## config.mk

```make
export PLATFORM = sky130hd
export DESIGN_NAME = ctr_block_gen
export DESIGN_NICKNAME = d
export VERILOG_FILES = /design/src/rtl/ctr_gen_pkg.sv /design/src/rtl/ctr_field_cnt.sv /design/src/rtl/ctr_seq_ctrl.sv /design/src/rtl/ctr_block_pack.sv /design/src/rtl/ctr_block_gen.sv
export SDC_FILE = /design/constraint.sdc
export NUM_CORES = 1
export LEC_CHECK = 0
export ABC_AREA = 1
export CAP_MARGIN = 30
export CORE_AREA = 3 3 190 192
export DETAILED_ROUTE_END_ITERATION = 8
export DIE_AREA = 0 0 193 195
export SETUP_SLACK_MARGIN = 0.02
export SKIP_LAST_GASP = 1
export SLEW_MARGIN = 20
export SYNTH_ARGS = -nofsm -noshare
export SYNTH_HDL_FRONTEND = slang
export SYNTH_SLANG_ARGS = --single-unit
```

## constraint.sdc

```tcl
create_clock -name clk -period 2.2 [get_ports clk]
set_input_delay 0.44 -clock clk [delete_from_list [all_inputs] [get_ports clk]]
set_output_delay 0.44 -clock clk [all_outputs]
set_load 0.02 [all_outputs]
```

## src/rtl/ctr_gen_pkg.sv

```systemverilog
package ctr_gen_pkg;

   typedef enum logic [1:0] {
      SEQ_RUN      = 2'd0,
      SEQ_WAIT_KEY = 2'd1,
      SEQ_DEAD     = 2'd2
   } gen_state_e;

   function automatic int unsigned block_width(input int unsigned id_w,
                                               input int unsigned key_w,
                                               input int unsigned seq_w);
      return id_w + key_w + seq_w;
   endfunction

endpackage

```

## src/rtl/ctr_field_cnt.sv

```systemverilog
module ctr_field_cnt #(
   parameter int unsigned W = 8
) (
   input  logic         clk,
   input  logic         rst_n,
   input  logic         inc_i,
   input  logic         clr_i,
   output logic [W-1:0] cnt_o,
   output logic         at_max_o
);
   localparam logic [W-1:0] CNT_MAX = {W{1'b1}};

   initial begin
      if (W < 1) $fatal(1, "ctr_field_cnt: W must be at least 1");
   end

   logic [W-1:0] cnt_q;

   always_ff @(posedge clk or negedge rst_n) begin
      if (!rst_n) begin
         cnt_q <= '0;
      end else if (clr_i) begin
         cnt_q <= '0;
      end else if (inc_i) begin
         cnt_q <= cnt_q + 1'b1;
      end
   end

   assign cnt_o    = cnt_q;
   assign at_max_o = (cnt_q == CNT_MAX);
endmodule

```

## src/rtl/ctr_seq_ctrl.sv

```systemverilog
module ctr_seq_ctrl
   import ctr_gen_pkg::*;
(
   input  logic clk,
   input  logic rst_n,
   input  logic key_update_i,
   input  logic next_req_i,
   input  logic seq_max_i,
   input  logic key_max_i,
   output logic emit_o,
   output logic seq_inc_o,
   output logic seq_clr_o,
   output logic key_inc_o,
   output logic key_req_o,
   output logic exhausted_o
);
   gen_state_e state_q, state_d;
   logic       upd_ok, seq_wrap, key_adv_need, key_fatal;

   always_comb begin
      upd_ok       = key_update_i && (state_q != SEQ_DEAD);
      emit_o       = next_req_i && !key_update_i && (state_q == SEQ_RUN);
      seq_wrap     = emit_o && seq_max_i;
      key_adv_need = seq_wrap || (upd_ok && (state_q == SEQ_RUN));
      key_fatal    = key_adv_need && key_max_i;
      key_inc_o    = key_adv_need && !key_max_i;
      seq_clr_o    = key_inc_o;
      seq_inc_o    = emit_o && !seq_max_i;

      state_d = state_q;
      if (key_fatal) begin
         state_d = SEQ_DEAD;
      end else if (seq_wrap) begin
         state_d = SEQ_WAIT_KEY;
      end else if (upd_ok && (state_q == SEQ_WAIT_KEY)) begin
         state_d = SEQ_RUN;
      end
   end

   always_ff @(posedge clk or negedge rst_n) begin
      if (!rst_n) state_q <= SEQ_RUN;
      else        state_q <= state_d;
   end

   assign key_req_o   = (state_q == SEQ_WAIT_KEY);
   assign exhausted_o = (state_q == SEQ_DEAD);
endmodule

```

## src/rtl/ctr_block_pack.sv

```systemverilog
module ctr_block_pack #(
   parameter int unsigned ID_W  = 40,
   parameter int unsigned KEY_W = 48,
   parameter int unsigned SEQ_W = 40,
   parameter bit          HOLD_LAST = 1'b1
) (
   input  logic                         clk,
   input  logic                         rst_n,
   input  logic                         emit_i,
   input  logic [ID_W-1:0]              id_i,
   input  logic [KEY_W-1:0]             key_i,
   input  logic [SEQ_W-1:0]             seq_i,
   output logic [ID_W+KEY_W+SEQ_W-1:0]  blk_o,
   output logic                         valid_o
);
   localparam int unsigned TOT_W = ID_W + KEY_W + SEQ_W;

   logic [TOT_W-1:0] blk_q;
   logic             valid_q;
   logic [TOT_W-1:0] blk_next;

   assign blk_next = {id_i, key_i, seq_i};

   generate
      if (HOLD_LAST) begin : g_hold
         always_ff @(posedge clk or negedge rst_n) begin
            if (!rst_n)      blk_q <= '0;
            else if (emit_i) blk_q <= blk_next;
         end
      end else begin : g_zero
         always_ff @(posedge clk or negedge rst_n) begin
            if (!rst_n)      blk_q <= '0;
            else             blk_q <= emit_i ? blk_next : '0;
         end
      end
   endgenerate

   always_ff @(posedge clk or negedge rst_n) begin
      if (!rst_n) valid_q <= 1'b0;
      else        valid_q <= emit_i;
   end

   assign blk_o   = blk_q;
   assign valid_o = valid_q;
endmodule

```

## src/rtl/ctr_block_gen.sv

```systemverilog
module ctr_block_gen
   import ctr_gen_pkg::*;
#(
   parameter int unsigned ID_W      = 40,
   parameter int unsigned KEY_W     = 48,
   parameter int unsigned SEQ_W     = 40,
   parameter bit          HOLD_LAST = 1'b1
) (
   input  logic                        clk,
   input  logic                        rst_n,
   input  logic [ID_W-1:0]             cipher_id_i,
   input  logic                        key_update_i,
   input  logic                        next_req_i,
   output logic [ID_W+KEY_W+SEQ_W-1:0] blk_o,
   output logic                        blk_valid_o,
   output logic                        key_req_o,
   output logic                        exhausted_o
);
   localparam int unsigned TOT_W = block_width(ID_W, KEY_W, SEQ_W);

   initial begin
      if (ID_W < 1)  $fatal(1, "ctr_block_gen: ID_W must be at least 1");
      if (KEY_W < 1) $fatal(1, "ctr_block_gen: KEY_W must be at least 1");
      if (SEQ_W < 1) $fatal(1, "ctr_block_gen: SEQ_W must be at least 1");
      if (TOT_W != ID_W + KEY_W + SEQ_W) $fatal(1, "ctr_block_gen: width mismatch");
   end

   // Identifier is loaded only while reset is held, then frozen.
   logic [ID_W-1:0] id_q;
   always_ff @(posedge clk) begin
      if (!rst_n) id_q <= cipher_id_i;
   end

   logic             emit, seq_inc, seq_clr, key_inc;
   logic             seq_max, key_max;
   logic [KEY_W-1:0] key_cnt;
   logic [SEQ_W-1:0] seq_cnt;

   ctr_seq_ctrl u_ctrl (
      .clk          (clk),
      .rst_n        (rst_n),
      .key_update_i (key_update_i),
      .next_req_i   (next_req_i),
      .seq_max_i    (seq_max),
      .key_max_i    (key_max),
      .emit_o       (emit),
      .seq_inc_o    (seq_inc),
      .seq_clr_o    (seq_clr),
      .key_inc_o    (key_inc),
      .key_req_o    (key_req_o),
      .exhausted_o  (exhausted_o)
   );

   ctr_field_cnt #(.W(KEY_W)) u_key_cnt (
      .clk      (clk),
      .rst_n    (rst_n),
      .inc_i    (key_inc),
      .clr_i    (1'b0),
      .cnt_o    (key_cnt),
      .at_max_o (key_max)
   );

   ctr_field_cnt #(.W(SEQ_W)) u_seq_cnt (
      .clk      (clk),
      .rst_n    (rst_n),
      .inc_i    (seq_inc),
      .clr_i    (seq_clr),
      .cnt_o    (seq_cnt),
      .at_max_o (seq_max)
   );

   ctr_block_pack #(
      .ID_W      (ID_W),
      .KEY_W     (KEY_W),
      .SEQ_W     (SEQ_W),
      .HOLD_LAST (HOLD_LAST)
   ) u_pack (
      .clk     (clk),
      .rst_n   (rst_n),
      .emit_i  (emit),
      .id_i    (id_q),
      .key_i   (key_cnt),
      .seq_i   (seq_cnt),
      .blk_o   (blk_o),
      .valid_o (blk_valid_o)
   );
endmodule

```

==> flow_summary.toml <==
[cts]
cts_sinks = 259
cts_tree = "built"
numCtsBuffers = 30
path_clk_slew_ns = 0.06
clkLatencyLatePin_ns = 0.57
htreeDepth = 1
max-clock-path-buffers = 3
clock-root-buffer = "clkbuf_16"

[sta]
fin_hold_ws_ns = 0.288
worst_pin_slew_ns = 0.903
slew_headroom = 0.398
min_period_ns = 2.07
timing.final.crit_share = 0.940
finalSetupViolCount = 0
rsz0062_at_grt = "false"
clock_skew_ns = 0.0261
finalHoldViolCount = 0
maxSlewViolCount = 0
fmax_ghz = 0.483
timing.setup.tns_ns = 0

[logic_synthesis]
muxShareOfSynthArea = 0
synth-compound-area-share = 0.0399
synthDominantCellAreaShare = 0.453
seq_area_frac_synth = 0.552
netlist_area_mm2 = 0.0121
ys.flop_type = "dfrtp_1"
synth.most_common_cell = "nand2_1"
postSynth.asyncResetShare = 0.846
synth_edf_count = 40
ys_ff_latch = 259
synthSimpleGateAreaFrac = 0.324
syn_inst = 1525
synth_fa_ha_area_frac = 0.00207
yosys_warnings = 0
syn-num-nets = 1571
synth_xor_area_frac = 0.0232
synthTopCellsByArea = "dfrtp_1, nand2_1, edfxtp_1"
synth_top_family_by_area = "simple AND/OR/NAND/NOR gates"
syn_area_per_cell_um2 = 7.93
ys_types = 33
synthTopCellsByCount = "nand2_1, dfrtp_1, nor2_1, inv_1, o21ai_0"
synth_top_cell_by_area = "dfrtp_1"

[floorplanning]
num_rows = 68
ios = 175
dieArea_mm2 = 0.0376
die_w_um = 193
fp.dieH_um = 195
core_mm2 = 0.0345
initial_utilization = 0.350

[final_layout]
fin_cells = 2221
layout-drive-gt1-share = 0.0753
area_delta_synth_final_pct = 31.0
final_nets = 1789
final_cell_area_mm2 = 0.0158
diodes = 0

[global_routing]
grt_first_pass_wirelength_mm = 55.0
grt_start_max_net_pins = 141
grt_usage = 0.182
grt_pass1_vias = 10185
grt.overflow.total = 0
grt_antenna_before_repair = 0

[placed_design]
place_area_mm2 = 0.0148
post-dp-hpwl_mm = 24.8
routabilityCongestion = 0.939
dp_cells = 2164
port_buffers = 174

[worst_setup_path]
slowest_stage = "clkdlybuf4s50_1"
rr_endpoint = "u_key_cnt.cnt_o[20]$_DFFE_PN0N_"
crit_required_ns = 1.76
crit_path_end_kind = "output pin"
ff2ff_path_depth = 11
crit_fanout = 2
critPathKind = "reg2out"
cp_cell_sequence = "clkdlybuf4s50_1"
startpoint_type = "flip-flop"
path_buf_inv = 1
ff2ff_setup_slack_ns = 0.22
r2r_start = "u_key_cnt.cnt_o[1]$_DFFE_PN0N_"
path_delay_family = "buffers and inverters"
slowest_delay_ns = 0.65
crit_arrival_ns = 1.63

[pwr]
pwr-share-seq = 0.478
power.switching_w = 0.00234
p_leak_nw = 7.48
p_comb_frac = 0.044
switching_share = 0.221
pwr-share-clk = 0.478
peakVddDrop_v = 0.000525
power.internal_w = 0.00825
power_density_mw_per_mm2 = 668

[hold_path]
min_path_type = "in2async"

[drt]
viasPerCell = 4.63
drt_iter0_markers = 761
wl_per_cell_um = 15.2
num_vias = 10279
drtAntennaViolNets = 0
drc = 0
dr.pass1.iters = 5
wirelength_mm = 33.8

[status]
status = "complete, no violations"

[job]
drv_cap = 0
[per-stage QoR]
stage          power, W  worst slack (ns)  utilization
2_1_floorplan   0.00528             0.286            -
3_3_place_gp    0.00562          -0.00949        0.428
3_5_place_dp    0.00563          -0.00528        0.428
4_1_cts          0.0107            0.0452        0.458
5_1_grt          0.0110            0.0252        0.459
6_report         0.0106             0.131        0.459
[timing repair]
item,4_1_cts,5_1_grt
endpoints found under the hold margin,9,0
endpoints found under the setup margin,1,87
gates resized for setup,1,4
pin swaps,0,2
hold buffers,1,0
buffers inserted,0,1
[routing by layer]
layer	vias to the layer above	wire, µm	global-route usage
met5	-	0	0
met4	0	510	0.0332
met3	36	2400	0.0391
met2	284	14800	0.281
met1	4758	16100	0.266
li1	5201	-	-
[flip-flops by register name, indices dropped and copies added (netlist names)]
signal	cells
u_key_cnt.cnt_o	48
u_pack.valid_o	1
u_pack.blk_o	128
u_ctrl.state_q	2
id_q	40
u_seq_cnt.cnt_o	40
[kinds of logic (layout without fill, tap and decap cells)]
| logic type | Yosys count | after routing |
|---|---|---|
| AND/OR/NAND/NOR | 966 | 966 |
| buffers and inverters | 170 | 411 |
| AO/OA/AOI/OAI | 96 | 96 |
| flip-flops | 259 | 259 |
| adder cells (fa/ha/maj) | 2 | 2 |
| XOR/XNOR | 32 | 32 |
[how the worst max path moves through the flow]
| stage | from | to | slack [ns] | depth (start not counted) |
|---|---|---|---|---|
| after floorplan | u_seq_cnt.cnt_o[0]$_DFFE_PN0P_ | u_key_cnt.cnt_o[35]$_DFFE_PN0N_ | 0.29 | 12 |
| after global placement | next_req_i | u_seq_cnt.cnt_o[30]$_DFFE_PN0P_ | -0.009 | 11 |
| after detailed placement | next_req_i | u_seq_cnt.cnt_o[30]$_DFFE_PN0P_ | -0.005 | 11 |
| after CTS | u_ctrl.state_q[0]$_DFFE_PN0P_ | exhausted_o | 0.05 | 2 |
| after global routing | u_key_cnt.cnt_o[1]$_DFFE_PN0N_ | u_key_cnt.cnt_o[20]$_DFFE_PN0N_ | 0.03 | 11 |
| final | u_pack.blk_o[48]$_DFFE_PN0P_ | blk_o[48] | 0.13 | 1 |
[power by group through the flow]
stage | clock network (W) | logic (W) | registers (W)
CTS | 0.00520 | 0.000485 | 0.00506
detailed placement | 0 | 0.000482 | 0.00515
global placement | 0 | 0.000479 | 0.00515
global route | 0.00543 | 0.000519 | 0.00507
finish | 0.00506 | 0.000470 | 0.00506
floorplan | 0 | 0.0000563 | 0.00522
[cells in the final DEF, fill, tap and decap left out, types with 2 or more instances in the layout]
master / count
nand3_1: 63
clkinv_2: 9
clkbuf_8: 5
buf_12: 14
a21oi_1: 5
clkbuf_1: 5
ha_1: 2
edfxtp_1: 40
xor2_1: 30
dfrtp_1: 219
nand2_4: 2
o21ai_0: 89
nand4_1: 32
nand3b_1: 2
nor2_1: 184
nand4_4: 2
nand2_2: 2
nor2_2: 6
inv_6: 2
bufinv_16: 3
clkdlybuf4s50_1: 171
buf_4: 47
nand2_1: 659
inv_2: 2
clkbuf_16: 30
inv_1: 117
xnor2_1: 2
nor3_1: 7
[layout make-up]
type | instances | area (µm²)
clock buffers | 40 | 838
clock inverters | 15 | 181
fillers | 3371 | 18700
inverters | 120 | 455
multi-input cells | 1096 | 4730
flip-flops and latches | 259 | 6680
well taps | 455 | 569
repair buffers | 236 | 2390
(Power assumes the default switching activity.)
